## src/rtl/pmc_pkg.sv

```systemverilog
package pmc_pkg;

  localparam int CNT_W  = 32;
  localparam int SEL_W  = 6;
  localparam int INC_W  = 2;
  localparam int STRB_N = 11;

  typedef enum logic [SEL_W-1:0] {
    EV_HOLD       = 6'd0,
    EV_CYCLE      = 6'd1,
    EV_RETIRE     = 6'd2,
    EV_TB_RISE    = 6'd3,
    EV_DISPATCH   = 6'd4,
    EV_IL1_MISS   = 6'd5,
    EV_ITRANS_MIS = 6'd6,
    EV_IL2_MISS   = 6'd7,
    EV_BR_NT      = 6'd8,
    EV_PRIV_FLIP  = 6'd9,
    EV_RSV_LOAD   = 6'd10,
    EV_LDST       = 6'd11,
    EV_SNOOP      = 6'd12,
    EV_CASTOUT    = 6'd13,
    EV_SYS_UNIT   = 6'd14,
    EV_FETCH_MISS = 6'd15,
    EV_SPEC_OK    = 6'd16
  } evt_code_e;

  localparam int STRB_BASE = 5;
  localparam int STRB_SKIP = 9;

  // Select code served by strobe lane g (the flip event sits in the middle).
  function automatic int strobe_code(input int g);
    return (g + STRB_BASE < STRB_SKIP) ? g + STRB_BASE : g + STRB_BASE + 1;
  endfunction

  // Counts per cycle never exceed two.
  function automatic logic [INC_W-1:0] clamp2(input logic [INC_W-1:0] v);
    return (v > 2'd2) ? 2'd2 : v;
  endfunction

endpackage

```

## src/rtl/pmc_bit_watch.sv

```systemverilog
module pmc_bit_watch #(
  parameter bit BOTH_EDGES = 1'b0
) (
  input  logic clk,
  input  logic rst,
  input  logic lvl,
  input  logic restart,
  output logic evt
);

  logic prev_lvl;
  logic armed;

  always_ff @(posedge clk) begin
    if (rst) begin
      prev_lvl <= 1'b0;
      armed    <= 1'b0;
    end else begin
      prev_lvl <= lvl;
      armed    <= 1'b1;
    end
  end

  generate
    if (BOTH_EDGES) begin : g_flip
      assign evt = armed && !restart && (lvl ^ prev_lvl);
    end else begin : g_rise
      assign evt = armed && !restart && lvl && !prev_lvl;
    end
  endgenerate

endmodule

```

## src/rtl/pmc_tb_tap.sv

```systemverilog
module pmc_tb_tap #(
  parameter int TB_W = 64,
  parameter int TAP0 = 47,
  parameter int TAP1 = 51,
  parameter int TAP2 = 55,
  parameter int TAP3 = 63
) (
  input  logic            clk,
  input  logic            rst,
  input  logic [TB_W-1:0] time_base,
  input  logic [1:0]      tap_sel,
  output logic            rise
);

  localparam int POS_W = $clog2(TB_W);

  logic [POS_W-1:0] tap_pos;
  logic             tap_bit;
  logic [1:0]       last_sel;
  logic             moved;

  always_comb begin
    case (tap_sel)
      2'd0:    tap_pos = POS_W'(TAP0);
      2'd1:    tap_pos = POS_W'(TAP1);
      2'd2:    tap_pos = POS_W'(TAP2);
      default: tap_pos = POS_W'(TAP3);
    endcase
  end

  assign tap_bit = time_base[tap_pos];

  always_ff @(posedge clk) begin
    if (rst) last_sel <= '0;
    else     last_sel <= tap_sel;
  end

  // A new tap only captures its level on the first clock.
  assign moved = (last_sel != tap_sel);

  pmc_bit_watch #(.BOTH_EDGES(1'b0)) u_watch (
    .clk     (clk),
    .rst     (rst),
    .lvl     (tap_bit),
    .restart (moved),
    .evt     (rise)
  );

endmodule

```

## src/rtl/pmc_inc_sel.sv

```systemverilog
module pmc_inc_sel
  import pmc_pkg::*;
(
  input  logic [SEL_W-1:0]  evt_sel,
  input  logic [INC_W-1:0]  cmpl_cnt,
  input  logic [INC_W-1:0]  fold_cnt,
  input  logic [INC_W-1:0]  disp_cnt,
  input  logic              tb_rise,
  input  logic              priv_flip,
  input  logic [STRB_N-1:0] ev_strobe,
  output logic [INC_W-1:0]  inc
);

  logic [STRB_N-1:0] lane_hit;
  logic              strobe_inc;
  logic [INC_W-1:0]  cmpl_c;
  logic [INC_W-1:0]  fold_c;
  logic [INC_W-1:0]  retire_inc;

  genvar g;
  generate
    for (g = 0; g < STRB_N; g++) begin : g_lane
      localparam logic [SEL_W-1:0] LANE_CODE = SEL_W'(strobe_code(g));
      assign lane_hit[g] = (evt_sel == LANE_CODE) && ev_strobe[g];
    end
  endgenerate

  assign strobe_inc = |lane_hit;

  assign cmpl_c     = clamp2(cmpl_cnt);
  assign fold_c     = clamp2(fold_cnt);
  assign retire_inc = (cmpl_c > fold_c) ? (cmpl_c - fold_c) : '0;

  always_comb begin
    case (evt_sel)
      EV_HOLD:      inc = '0;
      EV_CYCLE:     inc = INC_W'(1);
      EV_RETIRE:    inc = retire_inc;
      EV_TB_RISE:   inc = INC_W'(tb_rise);
      EV_DISPATCH:  inc = clamp2(disp_cnt);
      EV_PRIV_FLIP: inc = INC_W'(priv_flip);
      default:      inc = INC_W'(strobe_inc);
    endcase
  end

endmodule

```

## src/rtl/pmc_accum.sv

```systemverilog
module pmc_accum #(
  parameter int CW = 32,
  parameter int IW = 2
) (
  input  logic          clk,
  input  logic          rst,
  input  logic          wr_en,
  input  logic [CW-1:0] wr_data,
  input  logic [IW-1:0] inc,
  output logic [CW-1:0] count_q
);

  always_ff @(posedge clk) begin
    if (rst)        count_q <= '0;
    else if (wr_en) count_q <= wr_data;
    else            count_q <= count_q + CW'(inc);
  end

endmodule

```

## src/rtl/perf_event_counter.sv

```systemverilog
module perf_event_counter
  import pmc_pkg::*;
#(
  parameter int TB_W = 64
) (
  input  logic              clk,
  input  logic              rst,
  input  logic [SEL_W-1:0]  evt_sel,
  input  logic [1:0]        tb_tap_sel,
  input  logic [TB_W-1:0]   time_base,
  input  logic [INC_W-1:0]  cmpl_cnt,
  input  logic [INC_W-1:0]  fold_cnt,
  input  logic [INC_W-1:0]  disp_cnt,
  input  logic              priv_lvl,
  input  logic [STRB_N-1:0] ev_strobe,
  input  logic              wr_en,
  input  logic [CNT_W-1:0]  wr_data,
  output logic [CNT_W-1:0]  count_q
);

  logic             tb_rise;
  logic             priv_flip;
  logic [INC_W-1:0] inc;

  pmc_tb_tap #(.TB_W(TB_W)) u_tap (
    .clk       (clk),
    .rst       (rst),
    .time_base (time_base),
    .tap_sel   (tb_tap_sel),
    .rise      (tb_rise)
  );

  pmc_bit_watch #(.BOTH_EDGES(1'b1)) u_priv (
    .clk     (clk),
    .rst     (rst),
    .lvl     (priv_lvl),
    .restart (1'b0),
    .evt     (priv_flip)
  );

  pmc_inc_sel u_sel (
    .evt_sel   (evt_sel),
    .cmpl_cnt  (cmpl_cnt),
    .fold_cnt  (fold_cnt),
    .disp_cnt  (disp_cnt),
    .tb_rise   (tb_rise),
    .priv_flip (priv_flip),
    .ev_strobe (ev_strobe),
    .inc       (inc)
  );

  pmc_accum #(.CW(CNT_W), .IW(INC_W)) u_acc (
    .clk     (clk),
    .rst     (rst),
    .wr_en   (wr_en),
    .wr_data (wr_data),
    .inc     (inc),
    .count_q (count_q)
  );

endmodule

```

## config.mk

```make
export PLATFORM = sky130hd
export DESIGN_NAME = perf_event_counter
export DESIGN_NICKNAME = d
export VERILOG_FILES = /design/src/rtl/pmc_pkg.sv /design/src/rtl/pmc_bit_watch.sv /design/src/rtl/pmc_tb_tap.sv /design/src/rtl/pmc_inc_sel.sv /design/src/rtl/pmc_accum.sv /design/src/rtl/perf_event_counter.sv
export SDC_FILE = /design/constraint.sdc
export NUM_CORES = 1
export LEC_CHECK = 0
export BUFFER_PORTS_ARGS = -buffer_cell sky130_fd_sc_hd__buf_2
export CAP_MARGIN = 20
export CORE_UTILIZATION = 42
export DETAILED_ROUTE_END_ITERATION = 6
export MAX_ROUTING_LAYER = met4
export PLACE_DENSITY = 0.8
export SKIP_LAST_GASP = 1
export SLEW_MARGIN = 20
export SYNTH_ARGS = -nofsm -noshare
export SYNTH_HDL_FRONTEND = slang
export SYNTH_SLANG_ARGS = --single-unit
```

## constraint.sdc

```tcl
create_clock -name clk -period 5.54 [get_ports clk]
set_clock_uncertainty 0.2 [all_clocks]
set_input_delay 0.277 -clock clk [delete_from_list [all_inputs] [get_ports clk]]
set_output_delay 0.277 -clock clk [all_outputs]
set_load 0.01 [all_outputs]
```

; Word level (Yosys, flattened, before mapping)
; Index checks and enable logic that the tools add are counted.
[classes]
addsub = 2
n_lt_le_gt_ge = 5
n_eq_ne = 19
muxes = 10
bitwise_logic = 1
reduce_logical = 20
[op_table]
columns = operator, n
row1 = equality test 6 x 4 -> 1 bit (second input constant), 8
row2 = adder 32 x 2 -> 32 bit, 1
row3 = two-way mux 32 bit, 1
row4 = equality test 6 x 3 -> 1 bit (second input constant), 4
row5 = logical AND 1 bit, 15
row6 = one-hot mux 5 bit (3 select lines), 1
row7 = equality test 6 x 2 -> 1 bit (second input constant), 2
row8 = one-hot mux 2 bit (6 select lines), 1
row9 = OR reduction 11 bit, 1
row10 = two-way mux 2 bit, 4
row11 = less-than comparator 6 x 7 -> 1 bit (second input constant), 1
row12 = binary-select mux 1 bit (select 6 bit), 1
row13 = equality test 6 x 1 -> 1 bit (second input constant), 1
row14 = equality test 6 x 5 -> 1 bit (second input constant), 1
row15 = > comparator 2 bit (second input constant), 3
row16 = logical NOT 6 bit, 1
row17 = equality test 2 x 1 -> 1 bit (second input constant), 1
row18 = equality test 2 bit (second input constant), 1
row19 = > comparator 2 bit, 1
row20 = logical NOT 1 bit, 2
row21 = logical NOT 2 bit, 1
row22 = two-way mux 1 bit, 2
row23 = != test 2 bit, 1
row24 = subtractor 2 bit, 1
row25 = bitwise XOR 1 bit, 1
[totals]
regBits = 37
in_bits = 125
output_inout_bits = 32
wordCells = 62

; Logic depth before layout (Yosys ltp)
; Gate-level depths: netlist (run 1).
[depth]
ltp_word = 9
depth_mapped = 16
depth_no_buf = 16

; Hierarchy
; A second synthesis (run 1) with hierarchy kept.
[unflattened]
cells_unflattened = 286
hier_area_um2 = 2468.6
[by_module_without_submodules]
columns = module, instances, cells_each, area_each_um2, seq_area_each_um2
row1 = pmc_accum, 1, 220, 1855.5, 640.6
row2 = pmc_inc_sel, 1, 40, 310.3, 0.0
row3 = pmc_tb_tap, 1, 14, 165.2, 40.0
row4 = pmc_bit_watch (u_priv), 1, 6, 71.3, 40.0
row5 = pmc_bit_watch (u_tap.u_watch), 1, 5, 62.6, 40.0
row6 = perf_event_counter, 1, 1, 3.8, 0.0

; Worst setup path before layout (run 1)
; Ideal clock, no wire load.
[synth_path]
path_kind = input to register
start = input port cmpl_cnt[1]
end = register u_acc.count_q[30]
setup_ns = 0.079
arrival_ns = 3.984
required_ns = 5.261
slack_ns = 1.276
path_stages = 16
n_path_buf = 0
cell_sequence = inv_1 > nand2_1 > ha_1 > fa_1 > or4b_2 > a211oi_1 > nor3_1 > a32oi_1 > ha_1 > inv_1 > fa_1 > nand3b_2 > or4_4 > nor4b_4 > xnor2_1 > a211oi_2
[synth_between]
elab_chain_len = 7
word_cells_on_any_way = 8
cone_classes = add/sub (2) / order compare (2) / mux (4)
[synth_rtl]
columns = element, line_no
row1 = "start, declared", perf_event_counter.sv:11  ; input logic [INC_W-1:0] cmpl_cnt,
row2 = > comparator 2 bit, pmc_pkg.sv:38  ; return (v > 2'd2) ? 2'd2 : v;
row3 = two-way mux 2 bit (*), pmc_pkg.sv:38
row4 = subtractor 2 bit or > comparator 2 bit (tied branches), pmc_inc_sel.sv:32  ; assign retire_inc = (cmpl_c > fold_c) ? (cmpl_c - fold_c) : '0;
row5 = two-way mux 2 bit (*), pmc_inc_sel.sv:32
row6 = one-hot mux 2 bit (6 select lines) (*), pmc_inc_sel.sv:35  ; case (evt_sel)
row7 = adder 32 x 2 -> 32 bit (*), pmc_accum.sv:16  ; else count_q <= count_q + CW'(inc);
row8 = two-way mux 32 bit (*), pmc_accum.sv:15  ; else if (wr_en) count_q <= wr_data;
row9 = "end signal, assigned", pmc_accum.sv:15
row10 = "end signal, assigned", pmc_accum.sv:16
row11 = "end, declared", pmc_accum.sv:10  ; output logic [CW-1:0] count_q
; Mark *: on every way between the ends. The rest lies on a longest branch, timed or not.
; A chain may end at the register's enable or synchronous reset.

; Final worst setup path (run 1)
; Same ends and word-level chain as after synthesis.

==> results of run 1 <==
-- path summary, 6_finish.rpt --
check	cells past startpoint	slack (ns)	from	end
worst min register to register	2	0.34	u_acc.count_q[22]	u_acc.count_q[22]
worst min-delay path	2	0.01	wr_data[11]	u_acc.count_q[11]
worst max register to register	12	2.13	u_priv.prev_lvl	u_acc.count_q[30]
worst max-delay path	17	1.10	cmpl_cnt[1]	u_acc.count_q[30]
-- report_power, final --
| group | switching [uW] | internal (uW) | total, uW |
|---|---|---|---|
| sequential | 22.1 | 284 | 306 |
| clock | 89.7 | 89.4 | 179 |
| combinational | 60.6 | 60.8 | 121 |
-- stage by stage --
| step | worst slack [ns] | util [%] | hold slack (ns) |
|---|---|---|---|
| floorplan | 1.28 | - | 0.149 |
| global placement | 0.878 | 53.1 | 0.309 |
| detailed placement | 0.771 | 53.1 | 0.310 |
| CTS | 1.07 | 54.6 | 0.00930 |
| global route | 0.896 | 54.6 | 0.0202 |
| finish | 1.10 | 54.6 | 0.0148 |
-- cells by family after synthesis --
kind of cell	after synthesis
simple gates	122
compound gates	48
flops	37
xor+xnor	31
buf+inv	22
mux	10
fa+ha+maj	8
-- state kept, by name, summed over array words and instances (netlist names) --
signal and flops:
u_acc.count_q 32, u_priv.armed 1, u_priv.prev_lvl 1, u_tap.last_sel 2, u_tap.u_watch.prev_lvl 1
-- layout make-up --
class,instances,area share (%)
clock buffers,8,2.68
repair buffers,101,17.0
flip-flops and latches,37,24.8
multi-input cells,219,51.2
well taps,72,3.02
inverters,10,1.26
-- metal layers --
| metal | vias to the layer above | GRT usage, % | part of all wire (%) | routed length (um) |
|---|---|---|---|---|
| met2 | 74 | 34.0 | 47 | 2880 |
| li1 | 1197 | - | - | - |
| met1 | 1121 | 26.1 | 47 | 2850 |
| met4 | 0 | 6.79 | 1.0 | 63 |
| met3 | 8 | 4.47 | 5.0 | 305 |
| met5 | - | - | 0 | 0 |
-- cells in the mapped netlist (9+ instances only) --
cell type / n
dfxtp_1: 37
nand2_1: 24
xor2_1: 17
xnor2_1: 14
nor2_1: 35
nor3_1: 9
nand4_1: 12
nand3_1: 11
and3_1: 10
a21oi_1: 10
inv_1: 9
a211oi_1: 18
==> flow_metrics.py, run 1 <==
metrics = {
    "run_status": {
        "status": "complete, no violations",
    },
    "setup_path": {
        "cpMaxStageDelayCell": "or4b_2",
        "crit_arrival_ns": 4.38,
        "cpLargestDelayFamily": "simple AND/OR/NAND/NOR gates",
        "cp-end-kind": "register",
        "worstPathRequired_ns": 5.47,
        "startpoint_type": "primary input",
        "path_max_fanout": 4,
        "max_stage_delay_ns": 0.61,
        "critPathBufInv": 3,
        "crit_path_cell_trace": "buf_2 > inv_1 > nand2_1 > ha_1 > fa_1 > or4b_2 > a211oi_1 > nor3_1 > a32oi_1 > ha_1 > inv_1 > fa_1 > nand3b_2 > or4_4 > nor4b_4 > xnor2_1 > a211oi_2",
        "critPathKind": "primary input to register",
    },
    "drt": {
        "drtAntennaViolNets": 0,
        "drt_pre_antenna_iters": 4,
        "wirelength_um": 6100,
        "drc": 0,
        "routed-via-count": 2400,
        "vias_per_cell": 5.37,
        "drtIter0Drc": 100,
        "drt-wirelength-per-cell_um": 13.6,
    },
    "clock_network": {
        "cts.sinks": 37,
        "clk_path_buf_depth": 2,
        "cts_max_level": 2,
        "numCtsBuffers": 5,
        "cts_setup_buffers": 0,
        "cts_tree": "built",
        "cts_resized": 0,
        "cts_root_buf": "clkbuf_8",
        "hold_buffers": 0,
        "clk_pin_slew_ns": 0.07,
        "clk_latency_ns": 0.29,
    },
    "global_route": {
        "grt_first_pass_wirelength_um": 9930,
        "grt_overflow_total": 0,
        "grt_start_max_net_pins": 51,
        "first_global_vias": 2241,
        "gr-usage-all-layers_pct": 21.0,
        "antenna_found_initial": 0,
    },
    "yosys": {
        "synth_top_family_by_area": "simple AND/OR/NAND/NOR gates",
        "yosys_warnings": 0,
        "synthCells": 278,
        "synth_adder_area_share_pct": 4.83,
        "synth_top_flop_cell": "dfxtp_1",
        "yosysTopAreaCell": "dfxtp_1",
        "synthMuxAreaShare_pct": 5.88,
        "ys_seq_elements": 37,
        "syn_area_sq_um": 2380,
        "synth_edf_count": 0,
        "yosysSeqAreaShare_pct": 31.1,
        "synth-compound-area-share_pct": 14.1,
        "avgSynthCellArea_sq_um": 8.57,
        "synth_top_area_share_pct": 31.1,
        "synth_cell_types": 48,
        "async_flop_share_pct": 0,
        "ys_top_cells_by_area": "dfxtp_1 (31%), xor2_1 (6.2%), a211oi_1 (5.7%)",
        "synth-simple-area-share_pct": 28.0,
        "synthesis.nets": 411,
        "synthXorXnorAreaFrac_pct": 11.4,
    },
    "finish": {
        "mostFrequentLayoutCells": "buf_2 (100), dfxtp_1 (37), nor2_1 (35), nand2_1 (24), a211oi_1 (18)",
        "seq_area_sq_um": 741,
        "drive_above_1_share_pct": 32.3,
        "final_cells": 447,
        "fin_nets": 507,
        "diodes": 0,
        "mostFrequentLayoutCell": "buf_2",
        "nFillCells": 560,
        "multi_input_area_sq_um": 1530,
        "syn_to_final_growth_pct": 25.3,
        "fin_area_sq_um": 2990,
    },
    "timing": {
        "setup-tns-final_ns": 0,
        "finalHoldViolations": 0,
        "grt_setup_unrepaired": "no",
        "clock.fmax_ghz": 0.225,
        "setup_viol": 0,
        "min_period_ns": 4.44,
        "slew_violations": 0,
        "slew_headroom_pct": 45.2,
        "period_share_pct": 80.2,
        "worstMarginPinSlew_ns": 0.821,
    },
    "flow_run": {
        "max-cap-violations": 0,
    },
    "die": {
        "die_x_um": 77.3,
        "pin_count": 157,
        "core_area_sq_um": 5470,
        "dieArea_sq_um": 5980,
        "std_cell_rows": 27,
        "fp.dieH_um": 77.3,
        "start_util_pct": 43.6,
    },
    "min_path": {
        "min_path_type": "primary input to register",
    },
    "power": {
        "power.leakage_uw": 0.00135,
        "power.density_nw_per_um2": 203,
        "finalPower_uw": 607,
        "ir_worst_vdd_mv": 0.0870,
    },
    "placement": {
        "hpwl_um": 4610,
        "place_congestion": 0.831,
        "placed_area_sq_um": 2910,
        "io_buffers": 100,
        "placed_cells": 439,
    },
}
Power figures use the tool's default switching activity.
==> run 2: changes to the inputs <==
ABC_AREA = 1   (was default)
CORE_UTILIZATION = 45   (was 42)
PLACE_DENSITY = 0.81   (was 0.8)
clock period = 4.4 ns   (was 5.54 ns; I/O delays follow)
==> run 2 against run 1 <==
  * Count of clock-buffer cells in the layout shrank 1
  * Worst setup slack lost 0.15 ns
  * Die area grew 11%
  * Critical path depth grew 3
  * Clock power grew 34%
  * Combinational power grew 49%
  * Final area grew 18%
  * Via count grew 38%
  * Synthesized area grew 19%
  * Flip-flop and latch count is the same
  * Sequential power grew 26%
  * First-iteration DRC count shrank 14%
  * Largest cell class unchanged
==> flow_metrics.py, run 2 <==
metrics = {
    "run_status": {
        "status": "complete, no violations",
    },
    "die": {
        "fp.dieH_um": 81.5,
        "core_area_sq_um": 6030,
        "std_cell_rows": 28,
        "start_util_pct": 47.2,
        "dieArea_sq_um": 6650,
        "pin_count": 157,
        "die_x_um": 81.5,
    },
    "global_route": {
        "grt_start_max_net_pins": 52,
        "gr-usage-all-layers_pct": 25.5,
        "grt_first_pass_wirelength_um": 12700,
        "grt_overflow_total": 0,
        "antenna_found_initial": 0,
        "first_global_vias": 2982,
    },
    "finish": {
        "fin_nets": 734,
        "top_register": "u_acc.count_q",
        "largest_reg_flops": 32,
        "diodes": 0,
        "final_cells": 676,
        "syn_to_final_growth_pct": 23.7,
        "mostFrequentLayoutCells": "nand2_1 (143), nor2_1 (111), buf_2 (100), inv_1 (70), nand3_1 (38)",
        "final_util_pct": 58.5,
        "top_regs": "u_acc.count_q: 32 flops, u_tap.last_sel: 2 flops",
        "mostFrequentLayoutCell": "nand2_1",
        "drive_above_1_share_pct": 20.5,
    },
    "yosys": {
        "synthCells": 501,
        "async_flop_share_pct": 0,
        "yosysTopAreaCell": "dfxtp_1",
        "synthesis.nets": 634,
        "syn_area_sq_um": 2850,
        "ys_top_cells_by_area": "dfxtp_1 (26%), nand2_1 (19%), nor2_1 (15%)",
        "ys_seq_elements": 37,
        "synth_top_area_share_pct": 26.0,
        "yosysMostFrequentCell": "nand2_1",
        "avgSynthCellArea_sq_um": 5.68,
        "yosysSeqAreaShare_pct": 26.0,
        "synth_cell_types": 30,
        "synth_top_flop_cell": "dfxtp_1",
        "yosys_warnings": 0,
        "synth_edf_count": 0,
        "synth_common_cells": "nand2_1 (143), nor2_1 (111), inv_1 (70)",
    },
    "drt": {
        "vias_per_cell": 4.91,
        "drtAntennaViolNets": 0,
        "wirelength_um": 7910,
        "drt_pre_antenna_iters": 4,
        "routed-via-count": 3316,
        "drc": 0,
        "drt-wirelength-per-cell_um": 11.7,
        "drtIter0Drc": 86,
    },
    "setup_path": {
        "max_stage_delay_ns": 0.48,
        "critPathBufInv": 4,
        "critPathMostFrequentCell": "nand2_1",
        "path_max_fanout": 5,
        "cpLargestDelayFamily": "simple AND/OR/NAND/NOR gates",
        "regToRegSetupSlack_ns": 1.49,
        "cpMaxStageDelayCell": "fa_1",
        "crit_path_cell_trace": "buf_2 > inv_1 > nand2_1 > ha_1 > fa_1 > or2_2 > nor2_1 > a21oi_1 > nand2_1 > nor2_1 > a21oi_1 > ha_1 > inv_1 > fa_1 > nor2_2 > nand2_1 > o21ai_0 > nand3b_1 > nand2_1 > inv_1",
        "worstPathRequired_ns": 4.39,
        "startpoint_type": "primary input",
        "critPathKind": "primary input to register",
        "crit_arrival_ns": 3.45,
        "cp-end-kind": "register",
    },
    "timing": {
        "period_share_pct": 78.6,
        "worstMarginPinSlew_ns": 0.528,
        "slew_headroom_pct": 64.8,
        "setup-tns-final_ns": 0,
        "clock.fmax_ghz": 0.289,
        "slew_violations": 0,
        "finalHoldViolations": 0,
        "min_period_ns": 3.46,
        "layout_setup_ws_ns": 0.941,
        "grt_setup_unrepaired": "no",
        "setup_viol": 0,
    },
    "placement": {
        "io_buffers": 100,
        "placed_cells": 665,
        "place_congestion": 0.927,
        "pre_cts_ws_ns": 0.649,
        "hpwl_um": 6210,
    },
    "power": {
        "swShare_pct": 29.9,
        "p_int_uw": 564,
        "power.density_nw_per_um2": 229,
        "p_comb_share_pct": 22.3,
        "p_seq_share_pct": 48.1,
        "finalPower_uw": 806,
        "power_frac_clock_pct": 29.6,
        "p_sw_uw": 241,
        "ir_worst_vdd_mv": 0.167,
        "power.leakage_uw": 0.00183,
    },
    "clock_network": {
        "clk_latency_ns": 0.28,
        "cts_root_buf": "clkbuf_8",
        "cts_tree": "built",
        "cts.sinks": 37,
        "cts_setup_buffers": 0,
        "clk_path_buf_depth": 2,
        "clk_pin_slew_ns": 0.07,
        "numCtsBuffers": 5,
        "cts_max_level": 2,
    },
    "min_path": {
        "min_path_type": "primary input to register",
    },
    "flow_run": {
        "max-cap-violations": 0,
    },
}
run 2: final timing paths:
| kind | from | cells after the start | endpoint |
|---|---|---|---|
| worst max-delay path | cmpl_cnt[1] | 20 | u_acc.count_q[16] |
| worst min register to register | u_acc.count_q[31] | 4 | u_acc.count_q[31] |
| worst max register to register | u_tap.last_sel[1] | 17 | u_acc.count_q[16] |
| worst min-delay path | tb_tap_sel[0] | 3 | u_tap.last_sel[0] |
run 2: power by group through the flow:
| stage | Combinational (uW) | Clock, uW | Sequential [uW] |
|---|---|---|---|
| floorplan | 97.8 | 0 | 397 |
| global placement | 171 | 0 | 393 |
| finish | 180 | 239 | 387 |
| global route | 205 | 257 | 390 |
| detailed placement | 176 | 0 | 394 |
| CTS | 180 | 245 | 387 |
run 2: logic make-up (layout without fill, tap and decap cells):
family / Yosys count / count (layout) / synth area share (%)
buffers and inverters: 83 / 183 / 11.2
XOR/XNOR: 10 / 10 / 3.08
adder cells (fa/ha/maj): 8 / 8 / 4.04
AND/OR/NAND/NOR: 328 / 328 / 48.8
AO/OA/AOI/OAI: 35 / 35 / 6.81
flip-flops: 37 / 37 / 26.0
run 2: tightest hold or removal path, cell delays in order:
cell	delay [ns]
buf_2	0.12
inv_1	0.07
nor2_1	0.04
run 2: layer usage:
| layer | vias to the layer above | wire [um] | part of all wire [%] | GRT usage (%) |
|---|---|---|---|---|
| li1 | 1737 | - | - | - |
| met1 | 1451 | 3530 | 45 | 30.5 |
| met2 | 114 | 3680 | 47 | 42.3 |
| met3 | 14 | 544 | 6.9 | 4.56 |
| met4 | 0 | 155 | 2.0 | 9.64 |
| met5 | - | 0 | 0 | - |
run 2: layout make-up:
cell class / count / area, sq um
Clock buffer: 7 / 86.3
Timing Repair Buffer: 105 / 548
Tap cell: 75 / 93.8
Sequential cell: 37 / 741
Fill cell: 599 / 2500
Inverter: 71 / 267
Multi-Input combinational cell: 381 / 1790
run 2: stage by stage:
stage | cell area, sq um | hold WS, ns
after global placement | 3400 | 0.244
after CTS | 3520 | 0.00334
final | 3520 | 0.00555
after detailed placement | 3400 | 0.248
after floorplan | 2850 | 0.127
after global routing | 3520 | 0.00811
run 2: timing repair:
| action | 4_1_cts | 5_1_grt |
|---|---|---|
| gates resized for setup | 0 | 0 |
| hold endpoints to repair | 4 | 0 |
| hold buffers | 4 | 0 |
==> run 3: changes to the inputs <==
CORE_UTILIZATION = 41   (was 45)
PLACE_DENSITY = 0.78   (was 0.81)
clock period = 2.9 ns   (was 4.4 ns; I/O delays follow)
==> run 3 against run 2 <==
  * Sequential share of layout area shrank 2.8 points
  * Worst hold slack better by 0.022 ns
  * Clock power grew 52%
  * Critical path depth unchanged
  * Global-route usage is 2.1 points lower
  * Sequential power rose by 52%
  * First-iteration DRC count is 58% higher
  * Utilization increased by 1.7 points
  * Largest power group unchanged
  * Critical endpoint is now u_acc.count_q[12]
==> flow_metrics.py, run 3 (synthesis results as in run 2) <==
metrics = {
    "run_status": {
        "status": "complete, no violations",
    },
    "finish": {
        "mostFrequentLayoutCells": "nand2_1 (140), nor2_1 (107), buf_2 (99), inv_1 (64)",
        "drive_above_1_share_pct": 24.8,
        "nFillCells": 647,
        "fin_nets": 782,
        "mostFrequentLayoutCell": "nand2_1",
        "syn_to_final_growth_pct": 42.8,
        "top_regs": "u_acc.count_q: 32 flops, u_tap.last_sel: 2 flops",
        "top_register": "u_acc.count_q",
        "diodes": 0,
        "largest_reg_flops": 32,
    },
    "setup_path": {
        "critPathKind": "primary input to register",
        "cp-end-kind": "register",
        "startpoint_type": "primary input",
        "worstPathRequired_ns": 2.88,
        "crit_arrival_ns": 2.79,
        "path_max_fanout": 4,
    },
    "global_route": {
        "grt_first_pass_wirelength_um": 13400,
        "first_global_vias": 3223,
        "gr-usage-all-layers_pct": 23.3,
        "grt_overflow_total": 0,
        "antenna_found_initial": 0,
        "grt_start_max_net_pins": 30,
    },
    "timing": {
        "setup_viol": 0,
        "worstMarginPinSlew_ns": 0.378,
        "slew_violations": 0,
        "period_share_pct": 96.9,
        "clock.fmax_ghz": 0.356,
        "setup-tns-final_ns": 0,
        "finalHoldViolations": 0,
        "min_period_ns": 2.81,
        "grt_setup_unrepaired": "yes",
        "slew_headroom_pct": 74.8,
    },
    "drt": {
        "drt-wirelength-per-cell_um": 11.7,
        "drt_pre_antenna_iters": 4,
        "routed-via-count": 3528,
        "drc": 0,
        "wirelength_um": 8550,
        "drtAntennaViolNets": 0,
        "drtIter0Drc": 136,
        "vias_per_cell": 4.83,
    },
    "power": {
        "power.leakage_uw": 0.00208,
        "finalPower_uw": 1280,
        "power.density_nw_per_um2": 314,
        "ir_worst_vdd_mv": 0.223,
    },
    "min_path": {
        "min_path_type": "primary input to register",
    },
    "placement": {
        "place_congestion": 0.959,
        "hpwl_um": 6350,
        "io_buffers": 100,
    },
    "clock_network": {
        "cts.sinks": 37,
        "clk_latency_ns": 0.29,
        "numCtsBuffers": 5,
        "cts_root_buf": "clkbuf_8",
        "cts_tree": "built",
        "cts_max_level": 2,
        "clk_pin_slew_ns": 0.08,
        "clk_path_buf_depth": 2,
    },
    "die": {
        "die_x_um": 85.3,
        "fp.dieH_um": 85.3,
        "std_cell_rows": 30,
        "pin_count": 157,
        "start_util_pct": 42.1,
        "dieArea_sq_um": 7280,
        "core_area_sq_um": 6760,
    },
    "flow_run": {
        "max-cap-violations": 0,
    },
}
-- run 3: cell types whose count changed in the layout (fill, tap and decap cells not counted), sizes merged --
cell	change
clkinv	+2
buf	+17
dlygate4sd3	+31
clkbuf	-1
-- run 3: final timing paths --
check | startpoint | end | slack [ns] | depth (start not counted)
worst min register to register | u_acc.count_q[31] | u_acc.count_q[31] | 0.36 | 4
worst max register to register | u_tap.last_sel[1] | u_acc.count_q[12] | 0.36 | 17
worst max-delay path | cmpl_cnt[1] | u_acc.count_q[12] | 0.09 | 20
worst min-delay path | wr_data[28] | u_acc.count_q[28] | 0.03 | 5
-- run 3: metal layers --
metal	global-route usage, %	part of all wire [%]	vias up
met5	-	0	-
met4	5.45	1.6	0
met3	3.60	5.1	14
met2	40.5	48	106
met1	28.4	46	1570
li1	-	-	1838
-- run 3: power by group --
| part | internal (uW) | switching (uW) | leakage [uW] | total (uW) |
|---|---|---|---|---|
| Sequential | 544 | 45.7 | 0.000308 | 590 |
| Clock | 167 | 196 | 0.0000450 | 363 |
| Combinational | 163 | 162 | 0.00173 | 325 |
-- run 3: what timing repair did --
| action | 4_1_cts | 5_1_grt |
|---|---|---|
| hold buffers | 35 | 0 |
| endpoints found under the setup margin | 0 | 20 |
| buffers inserted | 0 | 5 |
| gates resized for setup | 0 | 23 |
| endpoints found under the hold margin | 34 | 0 |
-- run 3: critical path, cell delays in order --
cell      delay (ns)
buf_8           0.10
inv_6           0.05
nand2_4         0.05
ha_4            0.15
fa_2            0.35
or2_4           0.25
nor2_2          0.10
a21oi_1         0.05
nand2_1         0.09
nor2_2          0.04
a21oi_2         0.10
ha_2            0.20
inv_2           0.04
fa_2            0.41
nor2_4          0.20
inv_2           0.08
o21ai_2         0.13
nand3_2         0.10
o211ai_1        0.09
inv_1           0.06
-- run 3: per-stage QoR --
| stage | hold slack (ns) | area (sq um) | util [%] | worst slack, ns | instances |
|---|---|---|---|---|---|
| 5_1_grt | 0.0364 | 4060 | 60.1 | -0.0635 | 730 |
| 3_5_place_dp | 0.178 | 3510 | 52.0 | -0.266 | 682 |
| 4_1_cts | 0.0148 | 3950 | 58.4 | 0.0246 | 725 |
| 6_report | 0.0271 | 4060 | 60.1 | 0.0893 | 730 |
| 2_1_floorplan | 0.0520 | 2870 | - | 0.0122 | 501 |
| 3_3_place_gp | 0.167 | 3510 | 52.0 | -0.169 | 682 |
-- run 3: area by class of cell --
cell class | instances | area, sq um | area share [%]
Timing Repair Buffer | 153 | 1000 | 24.6
Inverter | 71 | 272 | 6.68
Clock buffer | 6 | 72.6 | 1.79
Sequential cell | 37 | 741 | 18.2
Tap cell | 80 | 100 | 2.46
Multi-Input combinational cell | 381 | 1870 | 46.0
Clock inverter | 2 | 10.0 | 0.246
